$ cat config.mk
export PLATFORM = sky130hd
export DESIGN_NAME = idtag_store
export DESIGN_NICKNAME = d
export VERILOG_FILES = /design/src/rtl/idtag_pkg.sv /design/src/rtl/idtag_rst_sync.sv /design/src/rtl/idtag_decode.sv /design/src/rtl/idtag_ctrl_reg.sv /design/src/rtl/idtag_byte_bank.sv /design/src/rtl/idtag_store.sv
export SDC_FILE = /design/constraint.sdc
export NUM_CORES = 1
export LEC_CHECK = 0
export BUFFER_PORTS_ARGS = -buffer_cell sky130_fd_sc_hd__buf_4
export CORE_MARGIN = 2
export CORE_UTILIZATION = 25
export CTS_CLUSTER_DIAMETER = 100
export DETAILED_ROUTE_END_ITERATION = 16
export MAX_ROUTING_LAYER = met4
export PLACE_DENSITY = 0.4
export SYNTH_ARGS = -nofsm -noshare
export SYNTH_HDL_FRONTEND = slang
export SYNTH_SLANG_ARGS = --single-unit
$ cat constraint.sdc
create_clock -name clk -period 2.4 [get_ports clk]
set_input_delay 0.12 -clock clk [delete_from_list [all_inputs] [get_ports clk]]
set_output_delay 0.12 -clock clk [all_outputs]
set_load 0.01 [all_outputs]
$ cat src/rtl/idtag_pkg.sv
package idtag_pkg;

  // Target of a register access after address decode
  typedef enum logic [1:0] {
    SEL_NONE = 2'd0,
    SEL_ID   = 2'd1,
    SEL_CTRL = 2'd2
  } idtag_sel_e;

endpackage

$ cat src/rtl/idtag_rst_sync.sv
module idtag_rst_sync #(
  parameter int STAGES = 2
) (
  input  logic clk,
  input  logic rst_n,
  output logic rst_sync_n
);

  logic [STAGES-1:0] shift_q;

  always_ff @(posedge clk or negedge rst_n) begin
    if (!rst_n) shift_q <= '0;
    else        shift_q <= {shift_q[STAGES-2:0], 1'b1};
  end

  assign rst_sync_n = shift_q[STAGES-1];

endmodule

$ cat src/rtl/idtag_decode.sv
module idtag_decode
  import idtag_pkg::*;
#(
  parameter int ADDR_W    = 8,
  parameter int ID_BYTES  = 8,
  parameter int ID_BASE   = 'h11,
  parameter int CTRL_ADDR = 'h0B,
  parameter int IDX_W     = 3
) (
  input  logic [ADDR_W-1:0] addr,
  output idtag_sel_e        sel,
  output logic [IDX_W-1:0]  idx
);

  always_comb begin
    sel = SEL_NONE;
    idx = '0;
    if (addr == ADDR_W'(CTRL_ADDR)) sel = SEL_CTRL;
    for (int i = 0; i < ID_BYTES; i++) begin
      if (addr == ADDR_W'(ID_BASE + i)) begin
        sel = SEL_ID;
        idx = IDX_W'(i);
      end
    end
  end

endmodule

$ cat src/rtl/idtag_ctrl_reg.sv
module idtag_ctrl_reg #(
  parameter int DATA_W   = 8,
  parameter int LOCK_BIT = 7
) (
  input  logic              clk,
  input  logic              rst_n,
  input  logic              wr_en,
  input  logic [DATA_W-1:0] wdata,
  output logic [DATA_W-1:0] ctrl_q,
  output logic              locked
);

  localparam logic [DATA_W-1:0] LOCK_MASK = DATA_W'(1) << LOCK_BIT;

  logic [DATA_W-1:0] ctrl_d;
  logic              ctrl_en;

  // Lock bit may only be OR-ed in; the remaining bits follow the write data
  always_comb begin
    ctrl_en = wr_en;
    ctrl_d  = (wdata & ~LOCK_MASK) | ((wdata | ctrl_q) & LOCK_MASK);
  end

  always_ff @(posedge clk or negedge rst_n) begin
    if (!rst_n)       ctrl_q <= '0;
    else if (ctrl_en) ctrl_q <= ctrl_d;
  end

  assign locked = ctrl_q[LOCK_BIT];

  p_lock_sticky_r6: assert property (@(posedge clk) disable iff (!rst_n)
    locked |=> locked)
    else $error("lock flag dropped");

  p_lock_set_r4: assert property (@(posedge clk) disable iff (!rst_n)
    (wr_en && wdata[LOCK_BIT]) |=> locked)
    else $error("lock write did not set the flag");

  p_low_bits_r8: assert property (@(posedge clk) disable iff (!rst_n)
    wr_en |=> (((ctrl_q ^ $past(wdata)) & ~LOCK_MASK) == '0))
    else $error("control bits beside the lock not written");

endmodule

$ cat src/rtl/idtag_byte_bank.sv
module idtag_byte_bank #(
  parameter int DATA_W   = 8,
  parameter int ID_BYTES = 8
) (
  input  logic                             clk,
  input  logic                             rst_n,
  input  logic [ID_BYTES-1:0]              wr_en,
  input  logic                             locked,
  input  logic [DATA_W-1:0]                wdata,
  output logic [ID_BYTES-1:0][DATA_W-1:0]  bytes_q
);

  for (genvar g = 0; g < ID_BYTES; g++) begin : g_byte
    logic              en;
    logic [DATA_W-1:0] d;

    always_comb begin
      en = wr_en[g] && !locked;
      d  = wdata;
    end

    always_ff @(posedge clk or negedge rst_n) begin
      if (!rst_n)  bytes_q[g] <= '0;
      else if (en) bytes_q[g] <= d;
    end

    p_frozen_r5: assert property (@(posedge clk) disable iff (!rst_n)
      locked |=> $stable(bytes_q[g]))
      else $error("identification byte changed while locked");

    p_write_r2: assert property (@(posedge clk) disable iff (!rst_n)
      (wr_en[g] && !locked) |=> (bytes_q[g] == $past(wdata)))
      else $error("unlocked write not stored");
  end

endmodule

$ cat src/rtl/idtag_store.sv
module idtag_store
  import idtag_pkg::*;
#(
  parameter int ADDR_W      = 8,
  parameter int DATA_W      = 8,
  parameter int ID_BYTES    = 8,
  parameter int ID_BASE     = 'h11,
  parameter int CTRL_ADDR   = 'h0B,
  parameter int LOCK_BIT    = 7,
  parameter int SYNC_STAGES = 2
) (
  input  logic              clk,
  input  logic              rst_n,
  input  logic [ADDR_W-1:0] reg_addr,
  input  logic [DATA_W-1:0] reg_wdata,
  input  logic              reg_we,
  output logic [DATA_W-1:0] reg_rdata
);

  localparam int IDX_W = (ID_BYTES > 1) ? $clog2(ID_BYTES) : 1;

  logic                            rst_sync_n;
  idtag_sel_e                      sel;
  logic [IDX_W-1:0]                idx;
  logic [ID_BYTES-1:0]             id_we;
  logic                            ctrl_we;
  logic [DATA_W-1:0]               ctrl_q;
  logic                            locked;
  logic [ID_BYTES-1:0][DATA_W-1:0] bytes_q;

  idtag_rst_sync #(.STAGES(SYNC_STAGES)) i_rst_sync (
    .clk        (clk),
    .rst_n      (rst_n),
    .rst_sync_n (rst_sync_n)
  );

  idtag_decode #(
    .ADDR_W   (ADDR_W),
    .ID_BYTES (ID_BYTES),
    .ID_BASE  (ID_BASE),
    .CTRL_ADDR(CTRL_ADDR),
    .IDX_W    (IDX_W)
  ) i_decode (
    .addr (reg_addr),
    .sel  (sel),
    .idx  (idx)
  );

  always_comb begin
    ctrl_we = reg_we && (sel == SEL_CTRL);
    id_we   = '0;
    if (reg_we && (sel == SEL_ID)) id_we[idx] = 1'b1;
  end

  idtag_ctrl_reg #(
    .DATA_W  (DATA_W),
    .LOCK_BIT(LOCK_BIT)
  ) i_ctrl (
    .clk    (clk),
    .rst_n  (rst_sync_n),
    .wr_en  (ctrl_we),
    .wdata  (reg_wdata),
    .ctrl_q (ctrl_q),
    .locked (locked)
  );

  idtag_byte_bank #(
    .DATA_W  (DATA_W),
    .ID_BYTES(ID_BYTES)
  ) i_bank (
    .clk     (clk),
    .rst_n   (rst_sync_n),
    .wr_en   (id_we),
    .locked  (locked),
    .wdata   (reg_wdata),
    .bytes_q (bytes_q)
  );

  always_comb begin
    unique case (sel)
      SEL_ID:   reg_rdata = bytes_q[idx];
      SEL_CTRL: reg_rdata = ctrl_q;
      default:  reg_rdata = '0;
    endcase
  end

  p_unmapped_zero_r9: assert property (@(posedge clk) disable iff (!rst_sync_n)
    (sel == SEL_NONE) |-> (reg_rdata == '0))
    else $error("unmapped address returned data");

  p_onehot_we_r2: assert property (@(posedge clk) disable iff (!rst_sync_n)
    $onehot0({id_we, ctrl_we}))
    else $error("more than one register written at once");

  p_rst_hold_r11: assert property (@(posedge clk)
    !rst_n |=> !rst_sync_n)
    else $error("reset released too early");

endmodule

==> run summary, run 1 <==
Worst hold path startpoint: reg_we. For the number of antenna violations at the first check in global routing, the log shows 0. The library cells used most frequently in the layout, excluding fill and tap cells, are sky130_fd_sc_hd__dfrtp_1 (73), sky130_fd_sc_hd__mux2_2 (64), sky130_fd_sc_hd__buf_4 (50).

The number of antenna diodes in the final layout is 0. The number of placement rows is 44, and the ratio of total power to cell area is 674 nW/um^2. The final route contains 2525 vias. In the detailed route, the total length drawn on met2 is 4.58 mm. The run gives 0.253 as the initial cell density of the core. On the final layout, the worst hold slack is 0.0598 ns. The slowest stage of the critical path belongs to the cell sky130_fd_sc_hd__or4_4.

The largest total area in the synthesized netlist belongs to sky130_fd_sc_hd__dfrtp_1. The tree is rooted in a sky130_fd_sc_hd__clkbuf_16. Tracing the worst setup path back leads to its startpoint at reg_addr[5]. Synthesis produced 280 cells. Headroom to the max-slew limit: 0.403.

The sort of element at the end of the critical path is an output pin. Max-cap violations in this run came to 0. In the final routed layout, each cell accounts on average for 18.5 um.

The detailed router finished its first iteration with 106 violations. Post-route clock period utilization: 0.920. After detailed routing, no signal wire sits above met4. In this design, the stage delay of the slowest critical-path cell is 0.44 ns.

The number of clock buffers added by TritonCTS is 9. Setup violations remaining at the end of the flow were counted as 0. Global routing finished with a remaining overflow of 0. No sink is reached through more buffers than the 2 on the longest clock path. After layout, the worst setup slack is 0.192 ns.

The run gives 355 as the net count of the finished layout. The die covers 15500 sq um. The average size of a mapped cell came out at 13.0 sq um.

The total number of yosys warnings came out at 0. Setup repair after global routing left no endpoint under its margin. The cell area that synthesis handed to floorplanning was 3630 sq um. Synthesis inferred 74 register bits. Count of buffers inserted at the top-level ports: 26.

The maximum fanout along the worst path is 7, and the global-route total usage across every layer is 0.138. Measured along the y axis, the die boundary spans 124 um. Once placement finished, the instance area stood at 4340 sq um.

The half-perimeter wire length after detailed placement is 6.62 mm, and the fraction of final layout cells sized beyond drive strength 1 is 0.487. The run gives 4.65 mm as the met1 wire length. The final core utilization is 0.332, and the final worst clock skew is 0.00721 ns.

The count of pins over their slew limit was 0; the net count after synthesis was 301. The post-CTS clock slew at the launch and capture registers of the worst setup and hold paths came out at 0.06 ns. Among the stages of the critical path, the cell type that occurs most often is sky130_fd_sc_hd__buf_4. TritonCTS built the clock tree. In this run the static leakage power is 0.00224 uW. During I/O placement, the number of pins put on the boundary was 27.

The post-route minimum period is 2.21 ns. For this design, the sink count on the clock tree is 74. The floorplan step defined a core boundary enclosing 14400 sq um.

The final hold violation count is 0. The congestion estimate from routability-driven global placement came to 0.718. The wire length of the first global-routing pass is 15.8 mm. Static timing analysis puts the maximum clock frequency at 453 MHz.

The critical path in this run is classified as input pin to output pin. Walking the worst path, the cells encountered are buf_4 -> or3_1 -> or4_4 -> inv_2 -> ha_4 -> nor2b_2 -> buf_6 -> o221ai_1 -> a22oi_1 -> buf_4. The number of cells in the design after placement is 505. Leading cell type in the layout, fill and taps excluded: sky130_fd_sc_hd__dfrtp_1. The worst register-to-register path begins at i_ctrl.ctrl_q[7]. For the total length of routed met3 wires, the log shows 283 um. For the part of the Yosys area used for sequential elements, the log shows 0.510. The class of the worst hold path was input pin to flop.

The tools report the final routed DRC violation total as 0. At the pin with the least slew margin, the transition time is 0.892 ns. Largest net degree at the start of global routing: 49. The H-tree generated during clock tree synthesis spans 3 levels. The buffers plus inverters on the worst setup path works out to 4.

The setup slack after placement was -0.0831 ns. The share of the synthesized area in the top cell type came out at 0.510. The cell family contributing the most delay on the critical path is simple AND/OR/NAND/NOR gates. The later pin in the worst-skew pair is clocked with a latency of 0.34 ns. Once layout is done, the placed cells without fillers occupy 4780 sq um. The number of search-and-repair iterations in the first detailed-routing pass came out at 4. In the post-synthesis netlist, the biggest area contributors are sky130_fd_sc_hd__dfrtp_1 (51%), sky130_fd_sc_hd__mux2_2 (20%), sky130_fd_sc_hd__o32a_1 (4.1%), sky130_fd_sc_hd__o221ai_1 (3.4%), sky130_fd_sc_hd__mux2_4 (3.3%). The worst endpoint required time is 2.28 ns. The count of cell types in the netlist is 41, and the worst endpoint data arrival time is 2.09 ns.

The count of nets left with antenna violations once routing finished came out at 0. Dividing the detail-routed via count by the number of cells gives 4.83. The flow ran to the end, and the final reports show no timing, DRC or antenna violations. The die span in x works out to 124 um. The run gives 274 uV as the peak ir drop on the vdd network. Area growth from synthesis to layout: 31.6%.

The post-detailed-routing wire length is 9.66 mm, and the via count of the first global-routing pass is 2772. STA classifies the critical path startpoint as an input pin. The tools report the final non-filler cell total as 523.
path summary, 6_finish.rpt:
check | slack (ns) | end | cells past startpoint
setup / recovery | 0.19 | reg_rdata[2] | 10
hold reg to reg | 0.26 | i_ctrl.ctrl_q[2] | 0
min in group asynchronous | 0.09 | i_rst_sync.shift_q[0] | 2
max in group asynchronous | 1.46 | i_bank.bytes_q[17] | 1
hold / removal | 0.06 | i_ctrl.ctrl_q[7] | 2
setup reg to reg | 0.29 | i_bank.bytes_q[25] | 5
area by class of cell:
class	count	area (sq um)
fill	1420	9590
sequential	74	1850
multi-input combinational	183	1750
timing repair buffer	60	548
clock buffer	10	239
tap	184	230
clock inverter	6	138
inverter	6	22.5
cells in the mapped netlist:
cell type	instances
sky130_fd_sc_hd__o21a_1	1
sky130_fd_sc_hd__nor2_2	1
sky130_fd_sc_hd__mux2_2	64
sky130_fd_sc_hd__a22oi_1	8
sky130_fd_sc_hd__nand4b_1	1
sky130_fd_sc_hd__clkbuf_1	11
sky130_fd_sc_hd__o211ai_1	1
sky130_fd_sc_hd__dfrtp_1	74
sky130_fd_sc_hd__nor2_1	3
sky130_fd_sc_hd__or4_4	1
sky130_fd_sc_hd__o21ba_2	1
sky130_fd_sc_hd__nor3b_4	2
sky130_fd_sc_hd__nand2b_1	1
sky130_fd_sc_hd__or3_1	2
sky130_fd_sc_hd__o221ai_1	14
sky130_fd_sc_hd__nand4_1	2
sky130_fd_sc_hd__buf_6	2
sky130_fd_sc_hd__o32a_1	15
sky130_fd_sc_hd__conb_1	1
sky130_fd_sc_hd__a31o_2	1
sky130_fd_sc_hd__or4bb_1	1
sky130_fd_sc_hd__nand2_1	18
sky130_fd_sc_hd__mux2i_1	7
sky130_fd_sc_hd__or3b_2	1
sky130_fd_sc_hd__nor3_1	2
sky130_fd_sc_hd__nor4b_1	3
sky130_fd_sc_hd__buf_1	3
sky130_fd_sc_hd__nand3_1	1
sky130_fd_sc_hd__or4b_1	1
sky130_fd_sc_hd__nor2b_1	3
sky130_fd_sc_hd__a22o_1	1
sky130_fd_sc_hd__buf_2	1
sky130_fd_sc_hd__nand3b_1	2
sky130_fd_sc_hd__mux2_4	8
sky130_fd_sc_hd__or4_1	2
sky130_fd_sc_hd__o21ai_0	2
sky130_fd_sc_hd__a21oi_1	8
sky130_fd_sc_hd__ha_1	2
sky130_fd_sc_hd__and3b_1	1
sky130_fd_sc_hd__inv_1	6
sky130_fd_sc_hd__a21o_1	1
routing by layer:
layer  track usage  vias up
met5             -        -
met4        0.0516        0
met3        0.0292       13
met2         0.213       37
met1         0.178     1293
li1              -     1182
per-stage QoR:
step	power, uW	setup TNS (ns)
3_3_place_gp	1560	-0.616
3_5_place_dp	1560	-0.609
4_1_cts	3280	0
5_1_grt	3370	0
6_report	3220	0
2_1_floorplan	1460	-0.0351
logic make-up (layout without fill, tap and decap cells):
kind of cell / count (synthesis) / in the layout / synth area share
simple gates: 48 / 48 / 0.0834
compound gates: 53 / 53 / 0.119
flops: 74 / 74 / 0.510
other cells: 1 / 1 / 0.00103
buf+inv: 23 / 82 / 0.0283
fa+ha+maj: 2 / 2 / 0.00689
mux: 79 / 79 / 0.251
where the power goes:
group / internal [uW] / total [uW] / leakage, uW / switching, uW
combinational: 102 / 222 / 0.00104 / 119
sequential: 1290 / 1310 / 0.00102 / 27.6
clock: 1150 / 1680 / 0.000183 / 531
flip-flops by register name, indices dropped and copies added (netlist names):
signal	count
i_bank.bytes_q	64
i_rst_sync.shift_q	2
i_ctrl.ctrl_q	8
what timing repair did:
| action | CTS | global route |
|---|---|---|
| buffers inserted | 0 | 0 |
| hold buffers | 1 | 0 |
| gates resized for setup | 5 | 5 |
| setup endpoints to repair | 4 | 7 |
| gates cloned | 1 | 0 |
| hold endpoints to repair | 2 | 0 |
| pin swaps | 3 | 2 |
Note: power is estimated with default switching activity, not from simulation.
==> inputs of run 2 (changes only) <==
--- a/config.mk
+++ b/config.mk
@@ -14,4 +14,5 @@
 export PLACE_DENSITY = 0.4
 export SYNTH_ARGS = -nofsm -noshare
 export SYNTH_HDL_FRONTEND = slang
+export SYNTH_HIERARCHICAL = 1
 export SYNTH_SLANG_ARGS = --single-unit
==> run summary, run 2 <==
The number of diodes is 0 (unchanged), and the cell depth of the worst min-delay path is 2 (unchanged). The endpoint of the lowest-slack register-to-register path is i_bank/bytes_q[30]. The die span in x is 130 um (+4.3%). The cell depth of the worst flop-to-flop path came out at 3 (-2).

Remaining global-route overflow: 0 (unchanged). The tools report the peak ir drop on the vdd network as 372 uV (+36%). The startpoint identified for the worst register-to-register timing path is i_ctrl/ctrl_q[7]. The number of buffers between clock root and the deepest sink was 2 (unchanged). The share of flip-flops with an asynchronous set or reset after synthesis works out to 1.00 (unchanged). The total number of yosys warnings is 6 (+6), and the post-CTS clock slew at the launch and capture registers of the worst setup and hold paths is 0.06 ns (about the same). The tools report the DRC violation total after the first TritonRoute iteration as 158 (+49%).

The category of the worst setup path launch point was an input pin. The post-route clock period utilization is 0.888 (-0.0317), and the average size of a mapped cell is 13.6 sq um (+4.6%). The run gives 2345 (-7.1%) as the total number of vias.

The net count of the finished layout was 358 (+0.85%). The run gives 27 (unchanged) as the I/O pin count. The fraction of final layout cells sized beyond drive strength 1 was 0.430 (-0.0569); the height of the chip was 130 um (+4.3%). The maximum fanout along the worst path works out to 7 (unchanged). The part of the Yosys area used for sequential elements was 0.467 (-0.0427); the final weighted congestion of routability-driven global placement was 0.725 (+0.86%). Slew at the pin with the worst max-slew slack: 0.672 ns (-0.219 ns). The end point of the most critical hold path is i_ctrl/ctrl_q[5].

Routed wire length per instance: 16.7 um (-9.9%). The run finished with clean final reports. The tools report the leakage power of the design as 0.00227 uW (+1.3%).

For the number of clock sinks seen by CTS, the log shows 74 (unchanged). The logs give 3 (unchanged) for the count of H-tree levels built during CTS and 16900 sq um (+8.8%) for the die footprint. The ratio of total power to cell area was 572 nW/um^2 (-15%). For the global-route total usage across every layer, the log shows 0.123 (-0.0145). The share of the synthesized area in the top cell type works out to 0.467 (-0.0427).

TritonCTS built the clock tree. The commonest cells after synthesis are sky130_fd_sc_hd__dfrtp_1 (74), sky130_fd_sc_hd__mux2_4 (64), sky130_fd_sc_hd__mux2i_1 (23). By area the synthesized netlist is led by sky130_fd_sc_hd__dfrtp_1 (47%), sky130_fd_sc_hd__mux2_4 (24%), sky130_fd_sc_hd__mux2i_1 (5.8%), sky130_fd_sc_hd__buf_6 (3.7%), sky130_fd_sc_hd__mux2_2 (2.3%).

The count of cell types in the netlist was 37 (-9.8%); the initial cell density of the core was 0.253 (+0.000425). The post-route minimum period is 2.13 ns (-0.0761 ns). The run gives 0 (unchanged) as the final routed DRC violation total. The count of mapped cells out of synthesis was 292 (+4.3%); the smallest setup slack after layout was 0.269 ns (+0.0761 ns). STA classifies the critical path endpoint as an output pin.

The run gives 2.01 ns (-0.08 ns) as the worst endpoint data arrival time. The final hold violation count was 0 (unchanged). The logs give 0.170 ns (+0.253 ns) for the setup slack after placement and 0 (unchanged) for the antenna violation net count after detailed routing.

The area of the mapped netlist was 3960 sq um (+9.1%); the via density per instance was 4.20 (-13%). For the final worst clock skew, the log shows 0.00565 ns (-0.00156 ns). For the clock latency on the worst-skew pair, the log shows 0.34 ns (about the same). The most common cell in the netlist is sky130_fd_sc_hd__dfrtp_1. The net count after synthesis was 313 (+4.0%). The critical setup path kind is input pin to output pin. In the final layout, the registers with the most flip-flops are i_bank/bytes_q x64, i_ctrl/ctrl_q x8, i_rst_sync/shift_q x2.

The root buffer cell chosen for the clock tree is sky130_fd_sc_hd__clkbuf_16. The half-perimeter wire length after detailed placement is 6.39 mm (-3.5%). The tools report the final total power as 2760 uW (-14%).

The via count of the first global-routing pass is 2392 (-14%), and the worst endpoint required time is 2.28 ns (about the same). Leaving out fill and tap cells, the most frequent cells in the layout are sky130_fd_sc_hd__dfrtp_1 (73), sky130_fd_sc_hd__mux2_4 (64), sky130_fd_sc_hd__buf_4 (44). For the max-capacitance violation count, the log shows 0 (unchanged). Among all flip-flop cells after synthesis, the most frequent one is sky130_fd_sc_hd__dfrtp_1. The largest net degree at the start of global routing was 73 (+49%).

For the number of placement rows, the log shows 46 (+4.5%). The startpoint identified for the worst hold timing path is reg_wdata[5]. For the wire length of the first global-routing pass, the log shows 14.7 mm (-6.7%). The total clock buffers created by CTS came out at 9 (unchanged). The cell taking the most area after synthesis was sky130_fd_sc_hd__dfrtp_1.

Setup repair after global routing left no endpoint under its margin. Number of flip-flops in the largest register: 64 (unchanged). The number of synthesized flops with an enable pin was 0 (unchanged). Post-detailed-routing wire length: 9.29 mm (-3.8%). Number of search-and-repair iterations in the first detailed-routing pass: 4 (unchanged). The number of buffers added for setup after CTS was 0 (unchanged); the setup slack of the most critical reg-to-reg path was 1.03 ns (+0.74 ns). The tools report the number of antenna violations at the first check in global routing as 0 (unchanged). More flip-flops sit in one register than any other, and that register is i_bank/bytes_q. The area growth from synthesis to layout is 21.9%.

Class of the worst hold path: input pin to flop. The logs give 0 (unchanged) for the count of pins over their slew limit and 15700 sq um (+9.0%) for the core outline area. Number of cells in the design after placement: 541 (+7.1%). The run gives 0.552 (+0.148) as the headroom to the max-slew limit. Leading cell type in the layout, fill and taps excluded: sky130_fd_sc_hd__dfrtp_1. For the aggregate negative setup slack, the log shows 0 ns (unchanged).

Flop and latch count out of synthesis: 74 (unchanged). The final non-filler cell total was 558 (+6.7%). The maximum frequency from static timing analysis is 469 MHz (+3.6%), and the count of buffers inserted at the top-level ports is 26 (unchanged). The final-report setup violation count is 0 (unchanged).
## run 2: changes by cell type after synthesis, moves of 8 or more
cell                       before  now
sky130_fd_sc_hd__o22ai_1        0   11
sky130_fd_sc_hd__buf_6          2   13
sky130_fd_sc_hd__o32a_1        15    0
sky130_fd_sc_hd__a22oi_1        8    0
sky130_fd_sc_hd__nor2_1         3   14
sky130_fd_sc_hd__clkbuf_1      11    0
sky130_fd_sc_hd__nand2b_1       1   12
sky130_fd_sc_hd__mux2i_1        7   23
sky130_fd_sc_hd__mux2_4         8   64
sky130_fd_sc_hd__mux2_2        64    8
sky130_fd_sc_hd__o221ai_1      14    0
## run 2: stage by stage
step / hold WS [ns] / utilization / area, sq um
2_1_floorplan: -0.176 / - / 3960
3_3_place_gp: -0.0975 / 0.290 / 4540
3_5_place_dp: -0.0967 / 0.290 / 4540
4_1_cts: 0.0876 / 0.308 / 4820
5_1_grt: 0.0966 / 0.308 / 4830
6_report: 0.102 / 0.308 / 4830
## run 2: worst max-delay path, cell delays in order
cell and delay, ns:
sky130_fd_sc_hd__buf_4 0.11, sky130_fd_sc_hd__nor3_1 0.21, sky130_fd_sc_hd__nand2_1 0.15, sky130_fd_sc_hd__nor2_2 0.32
sky130_fd_sc_hd__buf_4 0.22, sky130_fd_sc_hd__buf_4 0.13, sky130_fd_sc_hd__nand3b_1 0.07, sky130_fd_sc_hd__a21oi_1 0.22
sky130_fd_sc_hd__a21oi_1 0.08, sky130_fd_sc_hd__a211oi_2 0.22, sky130_fd_sc_hd__buf_4 0.15
## run 2: where the power goes
part	total [uW]	switching, uW	internal [uW]
combinational	218	101	117
clock	1230	510	722
sequential	1310	24.7	1290
total	2760	636	2130
## run 2: worst max-delay path by stage
stage | from | slack, ns | cells after the start | to
2_1_floorplan | i_rst_sync/shift_q[1] | 0.19 | 0 | i_bank/bytes_q[0]
6_report | reg_addr[5] | 0.27 | 11 | reg_rdata[7]
3_3_place_gp | reg_addr[5] | 0.15 | 11 | reg_rdata[5]
3_5_place_dp | reg_addr[5] | 0.17 | 11 | reg_rdata[5]
5_1_grt | reg_addr[5] | 0.05 | 11 | reg_rdata[5]
4_1_cts | reg_addr[5] | 0.17 | 11 | reg_rdata[5]
## run 2: final cells by class
cell class / count / area (sq um)
Timing Repair Buffer: 53 / 500
Clock inverter: 5 / 30.0
Inverter: 4 / 15.0
Tap cell: 216 / 270
Sequential cell: 74 / 1850
Fill cell: 1609 / 10800
Clock buffer: 11 / 243
Multi-Input combinational cell: 195 / 1920
## run 2: timing repair
action                                  in CTS  in global routing
hold endpoints to repair                     2                  0
resized for setup                            0                  1
hold buffers                                 1                  0
endpoints found under the setup margin       0                  1
## run 2: routing by layer
| layer | routed length [um] | up-vias | GRT usage | share of wire |
|---|---|---|---|---|
| li1 | - | 1134 | - | - |
| met1 | 4600 | 1179 | 0.171 | 0.49 |
| met2 | 4350 | 19 | 0.179 | 0.47 |
| met3 | 175 | 13 | 0.0197 | 0.019 |
| met4 | 161 | 0 | 0.0512 | 0.017 |
| met5 | 0 | - | - | 0 |
## run 2: logic make-up after synthesis
family                     synth area share
xor gates and xnor gates            0.00442
buffers and inverters                0.0521
DFF                                   0.467
muxes                                 0.336
other                              0.000947
adders and majority gates           0.00632
and+or+nand+nor                      0.0771
AOI/OAI and AO/OA                    0.0559
==> inputs of run 3 (changes only) <==
--- a/config.mk
+++ b/config.mk
@@ -6,12 +6,14 @@
 export NUM_CORES = 1
 export LEC_CHECK = 0
 export BUFFER_PORTS_ARGS = -buffer_cell sky130_fd_sc_hd__buf_4
+export CORE_ASPECT_RATIO = 2
 export CORE_MARGIN = 2
 export CORE_UTILIZATION = 25
 export CTS_CLUSTER_DIAMETER = 100
 export DETAILED_ROUTE_END_ITERATION = 16
+export GPL_TIMING_DRIVEN = 0
 export MAX_ROUTING_LAYER = met4
-export PLACE_DENSITY = 0.4
+export PLACE_DENSITY_LB_ADDON = 0.08
 export SYNTH_ARGS = -nofsm -noshare
 export SYNTH_HDL_FRONTEND = slang
 export SYNTH_HIERARCHICAL = 1
==> run summary, run 3 (synthesis gave the netlist of run 2 again) <==
For the wire length of the first global-routing pass, the log shows 15.5 mm (+5.0%). The number of buffers between clock root and the deepest sink is 2 (unchanged), and the via density per instance is 4.38 (+4.1%). The largest net degree at the start of global routing was 56 (-23%); the final-report setup violation count was 0 (unchanged). For the number of diodes, the log shows 0 (unchanged). The tools report the share of power burned in the clock network as 0.509 (+0.063). The cell depth of the worst flop-to-flop path works out to 3 (unchanged). The run gives 0.070 (-0.009) as the combinational fraction of design power. The tools report the count of pins over their slew limit as 0 (unchanged). Category of the worst setup path launch point: an input pin.

Post-detailed-routing wire length: 9.48 mm (+2.1%). The run gives 112 (-29%) as the DRC violation total after the first TritonRoute iteration. The final routed DRC violation total was 0 (unchanged). Global routing usage on met1: 0.167 (-0.00402). Setup repair after global routing left no endpoint under its margin. The count of H-tree levels built during CTS was 3 (unchanged); the via count of the first global-routing pass was 2577 (+7.7%).

The net count of the finished layout was 352 (-1.7%); the ratio of total power to cell area was 648 nW/um^2 (+13%). The run gives 0 (unchanged) as the final hold violation count. The logs give 0 (unchanged) for the remaining global-route overflow and 0.34 ns (about the same) for the clock latency on the worst-skew pair.

For the initial cell density of the core, the log shows 0.254 (+0.000649). The area growth from synthesis to layout works out to 21.8% (about the same). The tree is rooted in a sky130_fd_sc_hd__clkbuf_16. The sort of element at the end of the critical path was an output pin. Leaving out fill and tap cells, the most frequent cell in the layout is sky130_fd_sc_hd__dfrtp_1.

The run finished with clean final reports. The maximum frequency from static timing analysis was 472 MHz (+0.66%); the final total power was 3130 uW (+13%). The die footprint was 16900 sq um (+0.37%). The number of flip-flops in the largest register is 64 (unchanged). The tools report the final worst clock skew as 0.00649 ns (+0.000840 ns). Height of the chip: 182 um (+40%).

The leakage power of the design was 0.00227 uW (-0.15%). Routed wire length per instance: 17.7 um (+6.0%). In the final layout, the registers with the most flip-flops are i_bank/bytes_q x64, i_ctrl/ctrl_q x8, i_rst_sync/shift_q x2. The number of clock sinks seen by CTS is 74 (unchanged), and the final weighted congestion of routability-driven global placement is 0.722 (-0.37%). The tools report the number of search-and-repair iterations in the first detailed-routing pass as 6 (+2). Worst endpoint data arrival time: 2.00 ns (about the same).

met2 is the most crowded layer. The count of buffers inserted at the top-level ports was 25 (-3.8%); the worst hold slack across all endpoints was 0.0976 ns (-0.00402 ns). The top cell types in the final layout, fill and taps aside, are sky130_fd_sc_hd__dfrtp_1 (73), sky130_fd_sc_hd__mux2_4 (64), sky130_fd_sc_hd__buf_4 (28). Antenna violation net count after detailed routing: 0 (unchanged). The switching share of power works out to 0.223 (-0.00764).

The I/O pin count is 27 (unchanged). The run gives 0.125 (+0.00226) as the global-route total usage across every layer. The maximum fanout along the worst path is 10 (+3). TritonCTS built the clock tree. The tools report the core outline area as 15600 sq um (-0.26%).

The post-CTS clock slew at the launch and capture registers of the worst setup and hold paths came out at 0.06 ns (about the same). The total clock buffers created by CTS was 9 (unchanged). The total number of vias came out at 2350 (+0.21%). The part of the power in registers is 0.421 (-0.054), and the max-capacitance violation count is 0 (unchanged).

For the fraction of met2 tracks used by global routing, the log shows 0.191 (+0.0124). The logs give 0 (unchanged) for the number of antenna violations at the first check in global routing and 4430 sq um (-2.4%) for the cell area after placement. The final core utilization was 0.309 (+0.000550); the met3 track demand over resource was 0.0270 (+0.00729). The register containing the most flip-flops in the final layout is i_bank/bytes_q.

In this run the worst hold path is classified as input pin to async pin. Number of placement rows: 65 (+41%). The logs give 2430 uW (+14%) for the design internal power and 519 (-4.1%) for the number of cells in the design after placement.

The run gives 6.77 mm (+5.8%) as the half-perimeter wire length after detailed placement. The filler cell count in the final layout came out at 1606 (-0.19%). The cell area after layout was 4820 sq um (about the same); the worst endpoint required time was 2.28 ns (about the same).

The net switching component of the power was 696 uW (+9.4%); the post-route minimum period was 2.12 ns (-0.0140 ns). The fraction of final layout cells sized beyond drive strength 1 came out at 0.426 (-0.00423). The post-route clock period utilization was 0.882 (-0.00585); the die span in x was 93.0 um (-28%).

The peak ir drop on the vdd network was 353 uV (-5.1%). The critical path is of the input pin to output pin type. The final non-filler cell total came out at 537 (-3.8%).
==> run 3: cell count changes in the layout (fill, tap and decap cells not counted), moves of 2 or more <==
cell	delta
sky130_fd_sc_hd__buf_2	+3
sky130_fd_sc_hd__bufinv_16	+3
sky130_fd_sc_hd__clkinv_2	-3
sky130_fd_sc_hd__buf_4	-16
sky130_fd_sc_hd__buf_6	+13
sky130_fd_sc_hd__clkinv_4	+2
sky130_fd_sc_hd__buf_12	-8
==> run 3: worst paths after layout <==
| kind | start | end | slack [ns] |
|---|---|---|---|
| setup / recovery | reg_addr[0] | reg_rdata[1] | 0.28 |
| hold / removal | rst_n | i_rst_sync/shift_q[1] | 0.1 |
| max in group asynchronous | i_rst_sync/shift_q[1] | i_bank/bytes_q[53] | 1.61 |
| hold reg to reg | i_rst_sync/shift_q[1] | i_bank/bytes_q[7] | 0.22 |
| setup reg to reg | i_ctrl/ctrl_q[7] | i_bank/bytes_q[62] | 1.11 |
| min in group clk | reg_wdata[7] | i_ctrl/ctrl_q[7] | 0.10 |
==> run 3: critical path, cell delays in order <==
cell	delay [ns]
sky130_fd_sc_hd__buf_4	0.11
sky130_fd_sc_hd__nor2_1	0.06
sky130_fd_sc_hd__or3b_1	0.34
sky130_fd_sc_hd__a21oi_1	0.14
sky130_fd_sc_hd__buf_2	0.22
sky130_fd_sc_hd__buf_2	0.25
sky130_fd_sc_hd__a21oi_1	0.10
sky130_fd_sc_hd__a211oi_2	0.23
sky130_fd_sc_hd__o31ai_2	0.08
sky130_fd_sc_hd__a21oi_1	0.18
sky130_fd_sc_hd__buf_4	0.14
==> run 3: final cells by class <==
type | instances | area (sq um) | area share
multi-input cells | 195 | 1930 | 0.399
flip-flops and latches | 74 | 1860 | 0.385
repair buffers | 28 | 233 | 0.0482
well taps | 201 | 251 | 0.0521
clock buffers | 9 | 225 | 0.0467
plain buffers | 19 | 191 | 0.0397
clock inverters | 7 | 126 | 0.0262
inverters | 4 | 15.0 | 0.00311
==> run 3: per-stage QoR <==
stage | setup TNS, ns | worst slack (ns)
6_report | 0 | 0.283
5_1_grt | 0 | 0.0783
4_1_cts | 0 | 0.104
3_5_place_dp | -3.69 | -0.182
3_3_place_gp | -55.09 | -0.685
2_1_floorplan | 0 | 0.187
==> run 3: metal layers <==
layer | vias up | wire length (um)
met4 | 0 | 131
met5 | - | 0
met1 | 1178 | 4360
met3 | 10 | 325
li1 | 1122 | -
met2 | 40 | 4670
==> run 3: repair_timing <==
item | in CTS | in global routing
gates resized for setup | 1 | 4
hold buffers | 1 | 0
endpoints found under the hold margin | 2 | 0
pin swaps | 0 | 2
setup buffers | 0 | 1
endpoints found under the setup margin | 8 | 8
==> run 3: power by group through the flow <==
stage	sequential (uW)	clock (uW)	combinational, uW
floorplan	1340	0	125
global placement	1350	0	189
detailed placement	1340	0	217
CTS	1320	1620	220
global route	1320	1680	246
finish	1320	1590	220
